`src/rtl/bus_split_arbiter_pkg.sv`:
```
package bus_split_arbiter_pkg;
   typedef enum logic [1:0] {
      RESP_OKAY  = 2'b00,
      RESP_ERROR = 2'b01,
      RESP_RETRY = 2'b10,
      RESP_SPLIT = 2'b11
   } resp_e;
endpackage

```
`src/rtl/split_park_reg.sv`:
```
// Holds one "parked" flag per master. A set wins over a clear in the same cycle.
module split_park_reg #(
   parameter int N_MASTERS = 4
) (
   input  logic                 clk,
   input  logic                 rst_n,
   input  logic [N_MASTERS-1:0] set_i,
   input  logic [N_MASTERS-1:0] clr_i,
   output logic [N_MASTERS-1:0] park_d,
   output logic [N_MASTERS-1:0] park_q
);
   always_comb park_d = (park_q & ~clr_i) | set_i;

   always_ff @(posedge clk) begin
      if (!rst_n) park_q <= '0;
      else        park_q <= park_d;
   end

   // A set only happens on a SPLIT. Anything else can only clear flags.
   AST_NO_SPURIOUS_PARK: assert property (@(posedge clk) disable iff (!rst_n)
      (set_i == '0) |=> ((park_q & ~$past(park_q)) == '0));

   for (genvar n = 0; n < N_MASTERS; n++) begin : g_chk
      AST_RESUME_CLEARS: assert property (@(posedge clk) disable iff (!rst_n)
         (clr_i[n] && !set_i[n]) |=> !park_q[n]);
      AST_SET_WINS: assert property (@(posedge clk) disable iff (!rst_n)
         set_i[n] |=> park_q[n]);
   end
endmodule

```
`src/rtl/rr_pick.sv`:
```
// Picks the first eligible master after the current one, wrapping around.
module rr_pick #(
   parameter int N_MASTERS = 4,
   localparam int IDXW = (N_MASTERS > 1) ? $clog2(N_MASTERS) : 1
) (
   input  logic [N_MASTERS-1:0] elig_i,
   input  logic [IDXW-1:0]      cur_i,
   output logic                 found_o,
   output logic [IDXW-1:0]      pick_o
);
   int cand;

   always_comb begin
      found_o = 1'b0;
      pick_o  = '0;
      cand    = 0;
      for (int i = 1; i <= N_MASTERS; i++) begin
         cand = int'(cur_i) + i;
         if (cand >= N_MASTERS) cand = cand - N_MASTERS;
         if (!found_o && elig_i[cand]) begin
            found_o = 1'b1;
            pick_o  = IDXW'(cand);
         end
      end
   end

   always_comb begin
      if (found_o) AST_PICK_ELIGIBLE: assert (elig_i[pick_o]);
      else         AST_NONE_ELIGIBLE: assert (elig_i == '0);
   end
endmodule

```
`src/rtl/bus_split_arbiter.sv`:
```
module bus_split_arbiter
   import bus_split_arbiter_pkg::*;
#(
   parameter int N_MASTERS      = 4,
   parameter int DEFAULT_MASTER = 0,
   localparam int IDXW = (N_MASTERS > 1) ? $clog2(N_MASTERS) : 1
) (
   input  logic                 clk,
   input  logic                 rst_n,
   input  logic [N_MASTERS-1:0] req_i,
   input  logic                 hready_i,
   input  logic [1:0]           hresp_i,
   input  logic [N_MASTERS-1:0] resume_i,
   output logic [N_MASTERS-1:0] grant_o,
   output logic [IDXW-1:0]      owner_o
);
   localparam logic [N_MASTERS-1:0] DEF_OH  = N_MASTERS'(1) << DEFAULT_MASTER;
   localparam logic [IDXW-1:0]      DEF_IDX = IDXW'(DEFAULT_MASTER);

   if (N_MASTERS < 2 || N_MASTERS > 16) begin : g_bad_n
      $error("N_MASTERS must lie between 2 and 16");
   end
   if (DEFAULT_MASTER < 0 || DEFAULT_MASTER >= N_MASTERS) begin : g_bad_def
      $error("DEFAULT_MASTER must name an existing master");
   end

   logic                 split_hit;
   logic [N_MASTERS-1:0] park_set, park_d, park_q, elig;
   logic [IDXW-1:0]      cur_idx, pick_idx;
   logic                 pick_found;

   function automatic logic [IDXW-1:0] oh2idx(input logic [N_MASTERS-1:0] oh);
      logic [IDXW-1:0] r;
      r = '0;
      for (int i = 0; i < N_MASTERS; i++)
         if (oh[i]) r = IDXW'(i);
      return r;
   endfunction

   always_comb begin
      split_hit = hready_i && (resp_e'(hresp_i) == RESP_SPLIT);
      park_set  = split_hit ? (N_MASTERS'(1) << owner_o) : '0;
      elig      = req_i & ~park_d;
      cur_idx   = oh2idx(grant_o);
   end

   split_park_reg #(.N_MASTERS(N_MASTERS)) u_park (
      .clk    (clk),
      .rst_n  (rst_n),
      .set_i  (park_set),
      .clr_i  (resume_i),
      .park_d (park_d),
      .park_q (park_q)
   );

   rr_pick #(.N_MASTERS(N_MASTERS)) u_pick (
      .elig_i  (elig),
      .cur_i   (cur_idx),
      .found_o (pick_found),
      .pick_o  (pick_idx)
   );

   always_ff @(posedge clk) begin
      if (!rst_n) begin
         grant_o <= DEF_OH;
         owner_o <= DEF_IDX;
      end else if (hready_i) begin
         grant_o <= pick_found ? (N_MASTERS'(1) << pick_idx) : DEF_OH;
         owner_o <= cur_idx;
      end
   end

   AST_ONE_GRANT: assert property (@(posedge clk) disable iff (!rst_n)
      $countones(grant_o) == 1);
   AST_HOLD_WAIT: assert property (@(posedge clk) disable iff (!rst_n)
      !hready_i |=> ($stable(grant_o) && $stable(owner_o)));
   AST_PARKED_OUT: assert property (@(posedge clk) disable iff (!rst_n)
      hready_i |=> (((grant_o & $past(elig)) != '0) ||
                    (($past(elig) == '0) && (grant_o == DEF_OH))));
   AST_SPLIT_PARKS: assert property (@(posedge clk) disable iff (!rst_n)
      split_hit |=> park_q[$past(owner_o)]);
   AST_OWNER_TRACKS: assert property (@(posedge clk) disable iff (!rst_n)
      hready_i |=> (grant_o == grant_o) && (owner_o == oh2idx($past(grant_o))));
endmodule

```
`config.mk`:
```
export PLATFORM = sky130hd
export DESIGN_NAME = bus_split_arbiter
export DESIGN_NICKNAME = d
export VERILOG_FILES = /design/src/rtl/bus_split_arbiter_pkg.sv /design/src/rtl/split_park_reg.sv /design/src/rtl/rr_pick.sv /design/src/rtl/bus_split_arbiter.sv
export SDC_FILE = /design/constraint.sdc
export NUM_CORES = 1
export LEC_CHECK = 0
export CORE_MARGIN = 2
export CORE_UTILIZATION = 30
export DETAILED_ROUTE_END_ITERATION = 10
export RECOVER_POWER = 25
export SLEW_MARGIN = 20
export SYNTH_ARGS = -nofsm -noshare
export SYNTH_HDL_FRONTEND = slang
export SYNTH_HIERARCHICAL = 1
export SYNTH_SLANG_ARGS = --single-unit
export TNS_END_PERCENT = 20
```
`constraint.sdc`:
```
create_clock -name clk -period 2.8 [get_ports clk]
set_input_delay 0.84 -clock clk [delete_from_list [all_inputs] [get_ports clk]]
set_output_delay 0.84 -clock clk [all_outputs]
set_load 0.01 [all_outputs]
```
==> flow_summary.json <==
{
  "outcome": "complete, no violations",
  "critPathSlowestCell": "clkdlybuf4s50_1",
  "cts_max_level": 1,
  "synth_cells": 71,
  "ys.flop_type": "dfxtp_1",
  "avgSynthCellArea_um2": 8.60,
  "root_buffer": "clkbuf_4",
  "post_drt_wl_per_cell_um": 11.2,
  "core-area_um2": 1940,
  "start_util": 0.314,
  "cts_resized": 0,
  "fill_cells": 214,
  "use_met1": 0.155,
  "cp.arrival_ns": 2.67,
  "power_density_nw_per_um2": 411,
  "diodes": 0,
  "die_width_um": 49.1,
  "ant_nets": 0,
  "cts.sinks": 10,
  "synth_fp_nets": 84,
  "port_buffers": 18,
  "cts_buffers": 3,
  "synth-seq-cells": 10,
  "die_y_um": 49.1,
  "synth_edf_count": 0,
  "slew_violations": 0,
  "setup_viol": 0,
  "postCtsHoldBufs": 0,
  "die-area_um2": 2410,
  "drcViolationCount": 0,
  "synth_area_leaders": "dfxtp_1 33%, nor2b_4 9.0%, nand2b_1 8.2%",
  "syn_area_um2": 611,
  "max_stage_delay_ns": 0.44,
  "grt_max_degree": 13,
  "period_needed_ns": 2.47,
  "cts.clk_slew.worst_paths_ns": 0.06,
  "vias": 559,
  "antenna_found_initial": 0,
  "async_reset_ff_frac": 0,
  "p_total_uw": 353,
  "grt_util_all_layers": 0.130,
  "grt-busiest-layer": "met2",
  "crit_type": "in2reg",
  "critical_path_buf_inv_count": 2,
  "cp.required_ns": 3.00,
  "startpoint_type": "input pin",
  "clk_latency_ns": 0.26,
  "finalWirelength_um": 1360,
  "ios": 19,
  "grt_pass1_wl_um": 2260,
  "p_leak_nw": 0.326,
  "rows": 16,
  "post-cts-setup-buffers": 0,
  "synth_top_area_frac": 0.328,
  "routabilityCongestion": 0.774,
  "period_share": 0.884,
  "grt_pass1_vias": 539,
  "worst_slew_pin_slew_ns": 0.284,
  "areaGrowthSynthToFinish_pct": 41.0,
  "synth_most_common_cell": "dfxtp_1",
  "utilization": 0.443,
  "synth.largest_area_cell": "dfxtp_1",
  "totalNegativeSetupSlack_ns": 0,
  "relSlewSlack": 0.811,
  "place_hpwl_um": 1080,
  "clock.fmax_mhz": 404,
  "dr.pass1.iters": 3,
  "maxCapViolCount": 0,
  "use_met3": 0.0399,
  "ys_top_cells_by_count": "10 x dfxtp_1, 8 x nand2b_1, 6 x nor2_1",
  "cp_common_cell": "nand2b_1",
  "grt_remaining_overflow": 0,
  "cts_buffer_depth": 2,
  "drive_gt1_frac": 0.147,
  "synth.distinct_cells": 24,
  "drt-vias-per-instance": 4.58,
  "cts_tree": "yes",
  "use_met2": 0.198,
  "rsz0062_at_grt": "no",
  "ir_worst_vdd_mv": 0.264,
  "endpoint_kind": "flop",
  "path_max_fanout": 4,
  "yosys_warnings": 6,
  "min_path_type": "reg2reg",
  "ys_seq_area_frac": 0.328,
  "crit_chain": "clkdlybuf4s50_1, nand2b_1, nor2_1, or2_1, nor2b_1, buf_4, nand2b_1, a21oi_2, o221ai_2, o211a_1, o21ai_1",
  "crit_family": "compound AO/OA/AOI/OAI gates",
  "hold_viol_final": 0,
  "nets": 110,
  "fin_skew_ns": 0.00389,
  "drt-initial-drc-count": 7
}
## metal layers
layer / up-vias / share of wire
met2: 12 / 0.44
met4: 0 / 0.034
li1: 298 / -
met3: 4 / 0.032
met5: - / 0
met1: 245 / 0.50
## kinds of logic after synthesis
logic type      share of synthesized area
flops                               0.328
buf+inv                            0.0430
mux                                0.0164
compound gates                      0.207
simple gates                        0.406
## state kept, by name (all words and copies together) (netlist names)
name / count
grant_o: 4
u_park/park_q: 4
owner_o: 2
## placed cells by master (no fill, tap or decap), types with 3 or more instances in the layout
| cell | count |
|---|---|
| clkbuf_4 | 3 |
| nor2b_1 | 4 |
| buf_4 | 4 |
| nor2b_4 | 4 |
| nand2_1 | 5 |
| a21oi_1 | 5 |
| nor2_1 | 6 |
| o21a_1 | 4 |
| dfxtp_1 | 10 |
| nand2b_1 | 8 |
| clkdlybuf4s50_1 | 18 |
| or2_1 | 4 |
| inv_1 | 4 |
## where the power goes
group | internal, mW | total [mW] | switching [mW]
Sequential | 0.150 | 0.156 | 0.00630
Combinational | 0.0548 | 0.100 | 0.0452
Clock | 0.0496 | 0.0970 | 0.0474
Total | 0.254 | 0.353 | 0.0989
## path summary, 6_finish.rpt
path | from | to | slack (ns) | cells past startpoint
max | hready_i | grant_o[0] | 0.33 | 11
min | grant_o[3] | grant_o[3] | 0.50 | 2
max reg2reg | owner_o[0] | grant_o[0] | 0.94 | 10
min reg2reg | grant_o[3] | grant_o[3] | 0.50 | 2
## stage by stage
| stage | instance area [µm²] | cells | hold WS, ns | setup slack [ns] |
|---|---|---|---|---|
| after floorplan | 611 | 71 | 0.505 | 0.558 |
| after global placement | 843 | 119 | 0.481 | 0.0588 |
| after detailed placement | 843 | 119 | 0.489 | 0.0356 |
| after CTS | 866 | 122 | 0.498 | 0.324 |
| after global routing | 861 | 122 | 0.540 | 0.205 |
| final | 861 | 122 | 0.496 | 0.325 |
## cell type report
cell class / count / area, µm² / share of cell area
clock buffers: 3 / 22.5 / 0.0262
inverters: 4 / 15.0 / 0.0174
multi-input cells: 56 / 379 / 0.440
flip-flops and latches: 10 / 200 / 0.233
well taps: 27 / 33.8 / 0.0392
repair buffers: 22 / 210 / 0.244
## tightest hold or removal path, stage by stage, from the launching register on
cell and delay (ns):
dfxtp_1 0.32, nand2b_1 0.07, a21oi_1 0.06
Note: power is estimated with default switching activity, not from simulation.
